[src/rtl/mac_unit.sv]
module mac_unit (
  input  logic        clk,
  input  logic        rst_n,
  input  logic        op_valid,
  input  logic [2:0]  op_code,
  input  logic [31:0] op_a,
  input  logic [31:0] op_b,
  output logic        stall,
  output logic [31:0] hi,
  output logic [31:0] lo,
  output logic [31:0] gpr_result,
  output logic        gpr_valid
);

  localparam int          HALF     = 16;
  localparam logic [2:0]  OP_READ  = 3'd0;
  localparam logic [2:0]  OP_MULS  = 3'd1;
  localparam logic [2:0]  OP_MULU  = 3'd2;
  localparam logic [2:0]  OP_ADDS  = 3'd3;
  localparam logic [2:0]  OP_ADDU  = 3'd4;
  localparam logic [2:0]  OP_SUBS  = 3'd5;
  localparam logic [2:0]  OP_SUBU  = 3'd6;
  localparam logic [2:0]  OP_TOREG = 3'd7;

  logic               busy;
  logic [31:0]        a_r;
  logic [HALF-1:0]    bhi_r;
  logic               sgn_r;
  logic [2:0]         op_r;
  logic [63:0]        p0_r;

  logic               in_sgn, in_short, accept, retire;
  logic [2:0]         rop;
  logic signed [32:0] arr_a;
  logic signed [16:0] arr_b;
  logic signed [49:0] arr_p;
  logic [63:0]        arr_x, prod;

  assign in_sgn   = (op_code == OP_MULS) || (op_code == OP_ADDS) ||
                    (op_code == OP_SUBS) || (op_code == OP_TOREG);
  assign in_short = in_sgn ? (op_b[31:HALF] == {HALF{op_b[HALF-1]}})
                           : (op_b[31:HALF] == '0);
  assign stall    = op_valid & busy;
  assign accept   = op_valid & ~busy;
  assign retire   = busy | (accept & in_short & (op_code != OP_READ));
  assign rop      = busy ? op_r : op_code;

  always_comb begin
    if (busy) begin
      arr_a = {sgn_r & a_r[31], a_r};
      arr_b = {sgn_r & bhi_r[HALF-1], bhi_r};
    end else begin
      arr_a = {in_sgn & op_a[31], op_a};
      arr_b = in_short ? {in_sgn & op_b[HALF-1], op_b[HALF-1:0]}
                       : {1'b0, op_b[HALF-1:0]};
    end
  end

  assign arr_p = arr_a * arr_b;
  assign arr_x = {{14{arr_p[49]}}, arr_p};
  assign prod  = busy ? (p0_r + (arr_x << HALF)) : arr_x;

  always_ff @(posedge clk or negedge rst_n) begin
    if (!rst_n) begin
      busy  <= 1'b0;
      a_r   <= '0;
      bhi_r <= '0;
      sgn_r <= 1'b0;
      op_r  <= OP_READ;
      p0_r  <= '0;
    end else begin
      if (busy)
        busy <= 1'b0;
      else if (accept && !in_short && op_code != OP_READ) begin
        busy  <= 1'b1;
        a_r   <= op_a;
        bhi_r <= op_b[31:HALF];
        sgn_r <= in_sgn;
        op_r  <= op_code;
        p0_r  <= arr_x;
      end
    end
  end

  always_ff @(posedge clk or negedge rst_n) begin
    if (!rst_n) begin
      hi         <= '0;
      lo         <= '0;
      gpr_result <= '0;
      gpr_valid  <= 1'b0;
    end else begin
      gpr_valid <= (retire && rop == OP_TOREG) || (accept && op_code == OP_READ);
      if (accept && op_code == OP_READ)
        gpr_result <= lo;
      if (retire) begin
        case (rop)
          OP_MULS, OP_MULU: {hi, lo} <= prod;
          OP_ADDS, OP_ADDU: {hi, lo} <= {hi, lo} + prod;
          OP_SUBS, OP_SUBU: {hi, lo} <= {hi, lo} - prod;
          OP_TOREG:         gpr_result <= prod[31:0];
          default: ;
        endcase
      end
    end
  end

endmodule

[config.mk]
export PLATFORM = sky130hd
export DESIGN_NAME = mac_unit
export DESIGN_NICKNAME = d
export VERILOG_FILES = /design/src/rtl/mac_unit.sv
export SDC_FILE = /design/constraint.sdc
export NUM_CORES = 2
export LEC_CHECK = 0
export BUFFER_PORTS_ARGS = -buffer_cell sky130_fd_sc_hd__buf_2
export CORE_ASPECT_RATIO = 2
export CORE_MARGIN = 1
export CORE_UTILIZATION = 59
export CTS_CLUSTER_DIAMETER = 200
export DETAILED_ROUTE_END_ITERATION = 7
export PLACE_DENSITY_LB_ADDON = 0.1
export SYNTH_ARGS = -nofsm -noshare
export SYNTH_HDL_FRONTEND = slang
export SYNTH_SLANG_ARGS = --single-unit
[constraint.sdc]
create_clock -name clk -period 10.5 [get_ports clk]
set_input_delay 0.525 -clock clk [delete_from_list [all_inputs] [get_ports clk]]
set_output_delay 0.525 -clock clk [all_outputs]
set_load 0.1 [all_outputs]
**After elaboration in Yosys (flattened, before gate mapping)**

Index checks and enable logic that the tools add are counted.

- Bitwise operators: 10
- $mul: 1
- $add $sub $neg: 3
- Muxes and demuxes: 13
- Equal/unequal tests: 12
- Reduce and logical (&&, ||, !) cells: 18

Operators by type and width:

| kind | number |
|---|---|
| $pmux 32 s3 | 2 |
| $add 64x64->64 | 2 |
| $mux 32 | 3 |
| $mux 64 | 1 |
| $sub 64x64->64 | 1 |
| $mul 33x17->50 | 1 |
| $mux 17 | 2 |
| $mux 33 | 1 |
| $eq 3x3->1 const B | 6 |
| $eq 16x16->1 | 1 |
| $logic_not 16->1 | 1 |
| $eq 3x2->1 const B | 3 |
| $and 1x1->1 | 8 |
| $eq 3x1->1 const B | 2 |
| $reduce_bool 3->1 | 2 |
| $reduce_or 2->1 | 3 |
| $logic_and 1x1->1 | 4 |
| $logic_or 1x1->1 | 4 |
| $reduce_and 2->1 | 2 |
| $logic_not 3->1 | 1 |
| $mux 1 | 3 |
| $mux 3 | 1 |
| $logic_not 1->1 | 1 |
| $not 1->1 | 1 |
| $or 1x1->1 | 1 |

- Output and inout bits: 98
- Flip-flop bits (word level): 200
- Input bits: 70
- Word-level logic and storage cells: 67

**Longest topological paths before layout**

- Depth after elaboration: 12
- Depth in mapped cells: 57
- Depth with buffers taken out: 53

**Worst setup path after synthesis**

Ideal clock, no wire load.

- Path type: reg2reg
- From: register busy
- To: register hi[27]
- Data arrival time: 11.401 ns
- Path buffers: 5
- Slack: -0.983 ns
- Cell stages (with the launch flop): 54
- Clock period less this slack: 11.483 ns
- Setup time: 0.082 ns
- Data required time: 10.418 ns
- Path through: dfrtp_1 > clkbuf_1 > clkbuf_1 > buf_1 > clkbuf_1 > mux2_2 > nand2_1 > fa_1 > inv_1 > fa_1 > inv_1 > fa_1 > inv_1 > fa_1 > inv_1 > fa_1 > inv_1 > fa_1 > [... 18 more ...] > nand2_1 > or2_1 > xor2_1 > a21oi_1 > inv_1 > ha_1 > nor2b_1 > o21ai_0 > a21oi_1 > or2_2 > nor3_1 > and2_1 > a21oi_1 > a21oi_1 > o21ai_0 > and3_1 > mux2_2 > a31oi_1

- Longest elaborated chain between the ends: 6
- Elaborated cells between the ends (all ways): 25
- Those cells by class: 3 x add/sub; 1 x mul; 6 x eq/ne; 5 x mux; 5 x bitwise; 5 x reduce/logical

RTL lines:

| item | line | RTL |
|---|---|---|
| from (decl) | 25 | `logic busy;` |
| from (signal assigned) | 65 | `busy <= 1'b0;` |
| from (signal assigned) | 73 | `busy <= 1'b0;` |
| from (signal assigned) | 75 | `busy <= 1'b1;` |
| $mux 33 or $mux 17 (tied branches) | 49 | `if (busy) begin` |
| $mul 33x17->50 (*) | 59 | `assign arr_p = arr_a * arr_b;` |
| net arr_p[25] | 36 | `logic signed [49:0] arr_p;` |
| $add 64x64->64 | 61 | `assign prod = busy ? (p0_r + (arr_x << HALF)) : arr_x;` |
| $mux 64 (*) | 61 |  |
| $sub 64x64->64 or $add 64x64->64 (tied branches) | 99, 98 |  |
| $pmux 32 s3 (*) | 96 | `case (rop)` |
| to (signal assigned) | 97 | `OP_MULS, OP_MULU: {hi, lo} <= prod;` |
| to (signal assigned) | 98 | `OP_ADDS, OP_ADDU: {hi, lo} <= {hi, lo} + prod;` |
| to (signal assigned) | 99 | `OP_SUBS, OP_SUBU: {hi, lo} <= {hi, lo} - prod;` |
| to (decl) | 9 | `output logic [31:0] hi,` |

Mark *: on every way through the listed nets, which the timed path passes. The rest lies on a longest branch.
A chain may end at the register's enable or synchronous reset.

**Worst setup path after layout**

- From: register busy
- To: register hi[26]

Same word-level chain as after synthesis.

==> parameters.txt <==
Parameter                              Value

Layout
  Fillcell total    4745
  Signed area change from the synthesized netlist to the final layout    29.49%
  Share of cells above drive strength 1    27.59%
  Commonest non-fill, non-tap cells in the layout    buf_4 (851), nand2_1 (747), inv_1 (670)
  Non-filler instance count after layout    6551
  Most common library cell in the layout ignoring fill and taps    buf_4
  Fin nets    6551

Critical path
  Top cell family by delay on the critical path    adder cells
  Register-to-Register Setup Slack    -0.74 ns
  Kind of critical path    register to register
  Source of the critical timing path    busy$_DFF_PN0_
  Number of cells on the critical path    43
  Critical path data required time    10.93 ns
  Crit path max-delay cell type    o21ai_0
  Sort of element at the start of the critical path    register
  Terminus of the critical flop-to-flop path    hi[26]$_DFFE_PN0P_
  CP Capture Type    register
  Reg-to-Reg Start    busy$_DFF_PN0_
  Worst path bufs/invs    12
  Reg2reg path depth    43
  Critical path's largest stage delay    1.19 ns
  Maximum fanout along the worst path    5
  Arrival @ worst endpoint    11.67 ns
  Crit path capture    hi[26]$_DFFE_PN0P_

Timing
  Setup violators final    18
  Fin. Hold Viols    5
  Worst Max-Slew Pin Slew    1.575 ns
  Period minus WS final    11.24 ns
  Unrepaired setup endpoints after global routing    true
  Slew Limit Headroom    -6.109%
  Min Hold Slack    -0.02609 ns
  Max Transition Viols Final    2
  Maximum clock skew at final layout    0.02593 ns
  Maximum achievable frequency    0.08895 GHz
  Worst setup margin    -0.7425 ns
  Post-route clock period utilization    107.1%

Global route
  Tot GR Track Use    45.08%
  Number of global-route vias before repair    41470
  Antenna violations before repair    20
  Global-route wire length before repair    224.5 mm
  Pin count of the biggest net entering global routing    88
  Total grt overflow    0

Detailed routing
  Average detailed-routed wire length per instance    23.06 microns
  DRC Markers    0
  Final routed wirelength across all metal layers    151.1 mm
  First drt pass iteration count    6
  Initial DRC Count    3048
  Remaining antenna violation count after routing    0
  Via total after detailed routing    39630
  Drt via density    6.049

Die
  Chip width    183.2 microns
  Y dimension of the die    364.3 microns
  Die outline area    66740 sq um
  Number of placed I/O pins    168
  Initial Utilization    59.67%
  Core footprint    64910 sq um
  Placement row count    132

Yosys
  Yosys warnings    0
  Mapped Area    38730 sq um
  Synthesized area per cell    8.113 sq um
  Share of the yosys chip area belonging to registers    12.92%
  Number of enable flip-flop cells after synthesis    0
  Unique masters post-synth    98
  Most frequently used flop master after synthesis    dfrtp_1
  Count of mapped cells out of synthesis    4774
  Fraction of registers with async set/reset    100.0%
  Post-synth net total    5677
  Synthesis-stage register bit count    200

Status
  Failing checks    negative hold slack, max-capacitance violations, max-slew violations, negative setup slack
  Run status    finished, violations left

Clock tree
  Num CTS Buffers    17
  Num Clock Sinks    200
  Root buffer cell    clkbuf_16
  Clock tree from TritonCTS    done
  Clock Tree Buf Depth    2
  Clock slew at the register clock pins of the worst setup and hold paths    0.10 ns
  Clock Latency Late Sink    0.54 ns
  Total number of H-tree levels    4

Flow run
  Number of max-cap violations    1

Place
  Placer congestion estimate    1.125
  DP Wirelength    118.3 mm
  Number of cells after detailed placement    6395
  Number of port buffers    167

Hold path
  Worst hold path class    primary input to asynchronous set/reset pin
==> cell type report <==
cell class                 instances  area (sq um)  share of cell area, %
clock buffer                      17         425.4                 0.8482
timing repair buffer            1080          8183                  16.32
sequential                       200          5009                  9.986
multi-input combinational       3655         32580                  64.95
clock inverter                    15         209.0                 0.4166
tap                              871          1090                  2.173
inverter                         694          2614                  5.211
antenna                           19         47.55                0.09480
==> synthesized netlist by cell type, types with 26 or more instances <==
| cell | n | share of area (%) |
|---|---|---|
| inv_1 | 693 | 6.7 |
| fa_1 | 540 | 28 |
| a21oi_1 | 302 | 3.9 |
| a21o_1 | 109 | 2.1 |
| nand2b_1 | 37 | 0.60 |
| nand4_1 | 34 | 0.55 |
| mux2_2 | 66 | 1.9 |
| nand3_1 | 46 | 0.59 |
| mux2i_1 | 83 | 2.1 |
| a221oi_1 | 37 | 0.84 |
| nand2_1 | 763 | 7.4 |
| a221o_1 | 33 | 0.85 |
| xor2_1 | 36 | 0.81 |
| clkbuf_1 | 186 | 1.8 |
| o221ai_1 | 27 | 0.61 |
| a31oi_1 | 30 | 0.48 |
| dfrtp_1 | 200 | 13 |
| o21bai_1 | 49 | 0.95 |
| nor3_1 | 40 | 0.52 |
| xnor2_1 | 72 | 1.6 |
| nor2b_1 | 26 | 0.42 |
| o21ai_0 | 168 | 2.2 |
| nor2_1 | 527 | 5.1 |
| ha_1 | 293 | 9.5 |
| buf_1 | 26 | 0.25 |
==> per-stage QoR <==
step	hold WS, ns	setup TNS (ns)	utilization (%)	setup WS, ns	area [sq um]
floorplan	0.2294	0	-	0.005702	38970
global placement	0.4521	-25.05	71.41	-1.327	46350
detailed placement	0.4583	-27.04	71.41	-1.473	46350
CTS	0.03559	-0.6423	74.74	-0.1309	48510
global route	0.02605	-12.25	77.24	-1.111	50140
finish	-0.02609	-3.763	77.27	-0.7425	50150
==> worst reg2reg max path: cells and delay by family (launching register included) <==
family / cells / cell delay [ns]
and+or+nand+nor: 5 / 0.68
buffers and inverters: 12 / 1.74
xor gates and xnor gates: 3 / 0.53
DFF: 1 / 0.59
AOI/OAI and AO/OA: 12 / 3.33
adders and majority gates: 9 / 3.86
muxes: 2 / 0.43
==> worst min path at each step <==
stage | startpoint | slack (ns) | endpoint | depth (start not counted)
6_report | rst_n | -0.03 | hi[20]$_DFFE_PN0P_ | 1
5_1_grt | rst_n | 0.03 | hi[18]$_DFFE_PN0P_ | 1
4_1_cts | rst_n | 0.04 | hi[24]$_DFFE_PN0P_ | 1
3_5_place_dp | p0_r[5]$_DFFE_PN0P_ | 0.46 | p0_r[5]$_DFFE_PN0P_ | 2
3_3_place_gp | p0_r[2]$_DFFE_PN0P_ | 0.45 | p0_r[2]$_DFFE_PN0P_ | 2
2_1_floorplan | rst_n | 0.23 | a_r[0]$_DFFE_PN0P_ | 0
==> layer usage <==
metal / vias up / GRT usage, % / part of all wire (%) / wire length [microns]
met4: 4 / 45.11 / 12 / 18030
met5: - / 0 / 0.014 / 21
li1: 17410 / - / - / -
met3: 934 / 8.590 / 7.5 / 11380
met2: 2152 / 77.92 / 49 / 73900
met1: 19130 / 44.18 / 32 / 47730
==> cells by family after synthesis <==
group | after synthesis | share of synthesized area, %
compound gates | 992 | 17.26
xor+xnor | 108 | 2.442
fa+ha+maj | 833 | 37.38
buf+inv | 919 | 8.955
flops | 200 | 12.92
mux | 149 | 4.064
simple gates | 1573 | 16.98
==> state kept, by name, summed over array words and instances (netlist names) <==
register and count:
gpr_valid 1, a_r 32, bhi_r 16, hi 32
p0_r 50, lo 32, gpr_result 32, busy 1
sgn_r 1, op_r 3
==> repair_timing <==
item                       4_1_cts  5_1_grt
resized for setup              212      263
hold buffers                     0        0
gates cloned                     4        0
setup endpoints to repair       23       26
setup buffers                   51       54
pin swaps                       98      171
Power is not shown: default switching activity piles up to over one toggle a cycle in this logic, so the estimate is an artifact.
